[config.mk]
export PLATFORM = sky130hd
export DESIGN_NAME = dual_mode_mult
export DESIGN_NICKNAME = d
export VERILOG_FILES = /design/src/rtl/dual_mode_mult_pkg.sv /design/src/rtl/dmm_reset_sync.sv /design/src/rtl/dmm_pipe_reg.sv /design/src/rtl/dmm_core.sv /design/src/rtl/dual_mode_mult.sv
export SDC_FILE = /design/constraint.sdc
export NUM_CORES = 1
export LEC_CHECK = 0
export CAP_MARGIN = 40
export CORE_AREA = 2 2 189 191
export CTS_CLUSTER_SIZE = 8
export DETAILED_ROUTE_END_ITERATION = 7
export DIE_AREA = 0 0 191 193
export PLACE_DENSITY_LB_ADDON = 0.2
export SLEW_MARGIN = 15
export SYNTH_ARGS = -nofsm -noshare
export SYNTH_HDL_FRONTEND = slang
export SYNTH_SLANG_ARGS = --single-unit
[constraint.sdc]
create_clock -name clk -period 2.8 [get_ports clk]
set_clock_uncertainty 0.05 [all_clocks]
set_input_delay 0.28 -clock clk [delete_from_list [all_inputs] [get_ports clk]]
set_output_delay 0.28 -clock clk [all_outputs]
set_load 0.005 [all_outputs]
[src/rtl/dual_mode_mult_pkg.sv]
package dual_mode_mult_pkg;
  typedef enum logic {
    MODE_WIDE  = 1'b0,
    MODE_SPLIT = 1'b1
  } mult_mode_e;
endpackage

[src/rtl/dmm_reset_sync.sv]
module dmm_reset_sync #(
  parameter int STAGES = 2
) (
  input  logic clk,
  input  logic rst_n,
  output logic rst_sync_n
);
  logic [STAGES-1:0] chain_q;
  logic [STAGES-1:0] chain_d;

  always_comb begin
    chain_d = {chain_q[STAGES-2:0], 1'b1};
  end

  always_ff @(posedge clk or negedge rst_n) begin
    if (!rst_n) chain_q <= '0;
    else        chain_q <= chain_d;
  end

  assign rst_sync_n = chain_q[STAGES-1];
endmodule

[src/rtl/dmm_pipe_reg.sv]
module dmm_pipe_reg #(
  parameter int W      = 8,
  parameter bit ENABLE = 1'b1
) (
  input  logic         clk,
  input  logic         rst_n,
  input  logic         ce,
  input  logic [W-1:0] d,
  output logic [W-1:0] q
);
  generate
    if (ENABLE) begin : g_reg
      logic [W-1:0] q_r;
      logic [W-1:0] q_nxt;

      always_comb begin
        q_nxt = ce ? d : q_r;
      end

      always_ff @(posedge clk or negedge rst_n) begin
        if (!rst_n) q_r <= '0;
        else        q_r <= q_nxt;
      end

      assign q = q_r;

      // a disabled clock enable freezes the stage
      assert_ce_hold_R6: assert property (@(posedge clk) disable iff (!rst_n)
        !ce |=> $stable(q_r));
    end else begin : g_wire
      assign q = d;
    end
  endgenerate
endmodule

[src/rtl/dmm_core.sv]
module dmm_core
  import dual_mode_mult_pkg::*;
#(
  parameter int HALF_W = 9,
  localparam int OP_W   = 2 * HALF_W,
  localparam int LANE_W = 2 * HALF_W,
  localparam int PROD_W = 2 * OP_W
) (
  input  mult_mode_e        mode,
  input  logic              x_signed,
  input  logic              y_signed,
  input  logic [OP_W-1:0]   x,
  input  logic [OP_W-1:0]   y,
  output logic [PROD_W-1:0] p
);
  logic [PROD_W-1:0] x_ext;
  logic [PROD_W-1:0] y_ext;
  logic [PROD_W-1:0] wide_p;
  logic [PROD_W-1:0] split_p;

  // wide lane: extend to the product width, then truncate modulo 2^PROD_W
  always_comb begin
    x_ext  = {{(PROD_W-OP_W){x_signed & x[OP_W-1]}}, x};
    y_ext  = {{(PROD_W-OP_W){y_signed & y[OP_W-1]}}, y};
    wide_p = x_ext * y_ext;
  end

  // narrow lanes: each half has its own multiplier, no carry between them
  generate
    for (genvar g = 0; g < 2; g++) begin : g_lane
      logic [HALF_W-1:0] xh;
      logic [HALF_W-1:0] yh;
      logic [LANE_W-1:0] xh_ext;
      logic [LANE_W-1:0] yh_ext;
      always_comb begin
        xh     = x[g*HALF_W +: HALF_W];
        yh     = y[g*HALF_W +: HALF_W];
        xh_ext = {{(LANE_W-HALF_W){x_signed & xh[HALF_W-1]}}, xh};
        yh_ext = {{(LANE_W-HALF_W){y_signed & yh[HALF_W-1]}}, yh};
        split_p[g*LANE_W +: LANE_W] = xh_ext * yh_ext;
      end
    end
  endgenerate

  always_comb begin
    p = (mode == MODE_SPLIT) ? split_p : wide_p;
  end
endmodule

[src/rtl/dual_mode_mult.sv]
module dual_mode_mult
  import dual_mode_mult_pkg::*;
#(
  parameter int HALF_W  = 9,
  parameter bit IN_REG  = 1'b1,
  parameter bit OUT_REG = 1'b1,
  localparam int OP_W   = 2 * HALF_W,
  localparam int LANE_W = 2 * HALF_W,
  localparam int PROD_W = 2 * OP_W,
  localparam int IN_W   = 2 * OP_W + 3
) (
  input  logic              clk,
  input  logic              rst_n,
  input  logic              ce,
  input  logic              split_mode,
  input  logic              x_signed,
  input  logic              y_signed,
  input  logic [OP_W-1:0]   x_in,
  input  logic [OP_W-1:0]   y_in,
  output logic [PROD_W-1:0] product
);
  logic              rst_int_n;
  logic [IN_W-1:0]   in_d;
  logic [IN_W-1:0]   in_q;
  logic              mode_r;
  logic              xs_r;
  logic              ys_r;
  logic [OP_W-1:0]   x_r;
  logic [OP_W-1:0]   y_r;
  logic [PROD_W-1:0] p_comb;
  mult_mode_e        mode_e;

  dmm_reset_sync #(.STAGES(2)) u_rst (
    .clk        (clk),
    .rst_n      (rst_n),
    .rst_sync_n (rst_int_n)
  );

  assign in_d = {split_mode, x_signed, y_signed, x_in, y_in};

  dmm_pipe_reg #(.W(IN_W), .ENABLE(IN_REG)) u_in_stage (
    .clk   (clk),
    .rst_n (rst_int_n),
    .ce    (ce),
    .d     (in_d),
    .q     (in_q)
  );

  assign {mode_r, xs_r, ys_r, x_r, y_r} = in_q;
  assign mode_e = mult_mode_e'(mode_r);

  dmm_core #(.HALF_W(HALF_W)) u_core (
    .mode     (mode_e),
    .x_signed (xs_r),
    .y_signed (ys_r),
    .x        (x_r),
    .y        (y_r),
    .p        (p_comb)
  );

  dmm_pipe_reg #(.W(PROD_W), .ENABLE(OUT_REG)) u_out_stage (
    .clk   (clk),
    .rst_n (rst_int_n),
    .ce    (ce),
    .d     (p_comb),
    .q     (product)
  );

  // signed wide product of nonzero operands carries the xor of signs
  assert_wide_sign_R1: assert property (@(posedge clk) disable iff (!rst_int_n)
    (mode_e == MODE_WIDE && xs_r && ys_r && x_r != '0 && y_r != '0)
      |-> (p_comb[PROD_W-1] == (x_r[OP_W-1] ^ y_r[OP_W-1])));

  // a zero upper half on X leaves the upper lane zero
  assert_split_upper_R2: assert property (@(posedge clk) disable iff (!rst_int_n)
    (mode_e == MODE_SPLIT && x_r[OP_W-1:HALF_W] == '0)
      |-> (p_comb[PROD_W-1:LANE_W] == '0));

  // each lane follows both sign controls
  assert_split_sign_R3: assert property (@(posedge clk) disable iff (!rst_int_n)
    (mode_e == MODE_SPLIT && xs_r && ys_r &&
     x_r[HALF_W-1:0] != '0 && y_r[HALF_W-1:0] != '0)
      |-> (p_comb[LANE_W-1] == (x_r[HALF_W-1] ^ y_r[HALF_W-1])));

  // a zero lower half on Y leaves the lower lane zero, whatever the other lane does
  assert_lane_isolation_R4: assert property (@(posedge clk) disable iff (!rst_int_n)
    (mode_e == MODE_SPLIT && y_r[HALF_W-1:0] == '0)
      |-> (p_comb[LANE_W-1:0] == '0));
endmodule

==> out/results.tsv <==
metric	value	unit
Root Driver	clkbuf_16	
clk_lat worst skew	0.37	ns
most frequent cells in the layout	511 x inv_1, 427 x fa_1, 392 x buf_4	
Synth Net Count	2866	
count of final setup violators	33	
Num CTS Buffers	9	
Mapped Area	20700	µm²
Area Overhead vs Synth	27.8	%
ys flop type	dfrtp_1	
outcome	finished with violations	
die area	36900	µm²
top cells by area, synth	fa_1 44%, ha_1 11%, inv_1 9.7%	
min Tclk post-route	6.50	ns
vias in the first global route	18600	
core footprint	35000	µm²
Hold Slack	0.0222	ns
Setup crit end kind	register	
Inst Count DP	3028	
dpl hpwl	49000	µm
dpl ws	-3.85	ns
count of cell types in the netlist	59	
CTS tree	yes	
grt total ovfl	0	
H-tree levels	3	
maxcap violations	0	
unrepaired setup endpoints after global routing	yes	
Tightest Pin Transition	0.707	ns
GPL Wtd Cong	0.946	
vias per cell	5.41	
die height	193	µm
drt initial violations	912	
crit-path max FO	7	
critical path data arrival time	6.69	ns
Max Slew Vio Count	0	
Nets	3284	
Slew Limit Headroom	52.8	%
initial antenna violation count	2	
Hold Fails Final Rpt	0	
worst setup margin	-3.70	ns
PortBufs	77	
EDFF count, synth	0	
DR vias	16600	
Final Cycle Share	232	%
Antenna Nets Post-Route	0	
clock buffer depth	2	
Num Clock Sinks	77	
Ys Warns	0	
Cells after Synth	2190	
clock transition at the registers of the reported paths	0.07	ns
critical path data required time	2.99	ns
Highest Clock Rate	154	MHz
most common cell after layout, fill and taps aside	inv_1	
Post-synth ARST share	100	%
syn avg cell area	9.44	µm²
wire length per cell	19.1	µm
first-pass GRT wire length	94100	µm
WS Path Type	reg -> reg	
Final TNS setup	-98.11	ns
area leader, netlist	fa_1	
gr usage total	33.5	%
Hold-fix buffers, CTS	0	
Initial Utilization	59.1	%
post-route insts no fill	3075	
share of post-route cells with drive strength above 1	27.4	%
die width	191	µm
post-synthesis sequential area ratio	9.32	%
largest net degree at the start of global routing	52	
drt drc	0	
Cell Rows	69	
Setup crit start kind	register	
min-delay worst type	in -> async	
total detailed-routing wirelength	58700	µm
io pins	78	
Synth Register Bits	77	
first-pass iteration count of the detailed router	7	
Synth top area share	43.6	%
violated checks	negative setup slack	
[path summary, 6_finish.rpt]
check                                                 start                            end  slack, ns  cells after the start
max in group asynchronous        u_rst.chain_q[1]$_DFF_PN0_    u_in_stage.q[8]$_DFFE_PN0P_       1.69                      1
worst min-delay path                                  rst_n     u_rst.chain_q[1]$_DFF_PN0_       0.02                      1
min in group clk                                         ce  u_out_stage.q[30]$_DFFE_PN0P_       0.25                      2
worst max-delay path            u_in_stage.q[2]$_DFFE_PN0P_  u_out_stage.q[34]$_DFFE_PN0P_      -3.70                     22
worst max register to register  u_in_stage.q[2]$_DFFE_PN0P_  u_out_stage.q[34]$_DFFE_PN0P_      -3.70                     22
worst min register to register   u_rst.chain_q[1]$_DFF_PN0_  u_out_stage.q[26]$_DFFE_PN0P_       0.32                      0
[layer usage]
layer / track usage, % / up-vias / wire (µm)
met5: 0 / - / 0
met4: 18.9 / 0 / 3690
met3: 3.29 / 182 / 2770
met2: 60.4 / 559 / 31200
met1: 39.3 / 8488 / 21100
li1: - / 7407 / -
[area by class of cell]
cell class | count | area [µm²]
multi-input cells | 1482 | 17400
clock buffers | 9 | 225
clock inverters | 7 | 60.1
diodes | 1 | 2.50
flip-flops and latches | 77 | 1960
well taps | 461 | 577
inverters | 534 | 2010
fillers | 2393 | 8550
repair buffers | 504 | 4210
[cell families (layout without fill, tap and decap cells)]
group	after synthesis	after routing	synth area share, %
other	1	2	0.0181
DFF	77	77	9.32
buffers and inverters	632	1054	11.5
muxes	53	53	2.83
xor gates and xnor gates	70	70	2.97
AOI/OAI and AO/OA	196	196	6.28
adders and majority gates	634	634	54.7
and+or+nand+nor	527	528	12.3
[state kept, by name, summed over array words and instances, names as in the netlist]
name / count
u_in_stage.q: 39
u_out_stage.q: 36
u_rst.chain_q: 2
[critical path: stages, from the launching register on]
cell       delay, ns
dfrtp_2         0.49
buf_6           0.14
nand2_4         0.04
fa_1            0.52
inv_2           0.04
fa_1            0.51
inv_2           0.04
fa_1            0.51
inv_2           0.05
fa_1            0.47
fa_1            0.50
fa_1            0.54
inv_2           0.05
fa_1            0.51
inv_2           0.05
ha_4            0.24
a2111oi_4       0.28
nor2_1          0.07
a211o_1         0.30
a221o_2         0.42
a311oi_2        0.27
xor2_1          0.18
a21oi_1         0.09
[metrics by stage]
stage / cell area, µm² / utilization (%)
after floorplan: 21100 / -
after global placement: 25000 / 71.5
after detailed placement: 25000 / 71.5
after CTS: 26000 / 74.3
after global routing: 26400 / 75.5
final: 26400 / 75.6
[synthesized netlist by cell type (6+ instances only)]
master and number:
inv_1 534, fa_1 450, nand2_1 224, ha_1 184, and2_1 143, clkbuf_1 94, dfrtp_1 77, nor2_1 65
a21oi_1 62, xnor2_1 51, mux2_2 43, o21ai_0 33, a21o_1 32, xor2_1 19, nand3_1 18, and3_1 15
nor3_1 14, or2_2 14, a211oi_1 12, mux2i_1 10, a31oi_1 8, nor2b_1 8, or3_1 7, nand2b_1 6
[repair_timing]
action,4_1_cts,5_1_grt
gates resized for setup,117,85
setup endpoints to repair,33,33
buffers inserted,23,7
gates cloned,1,0
pin swaps,59,36
Power is not shown: default switching activity piles up to over one toggle a cycle in this logic, so the estimate is an artifact.
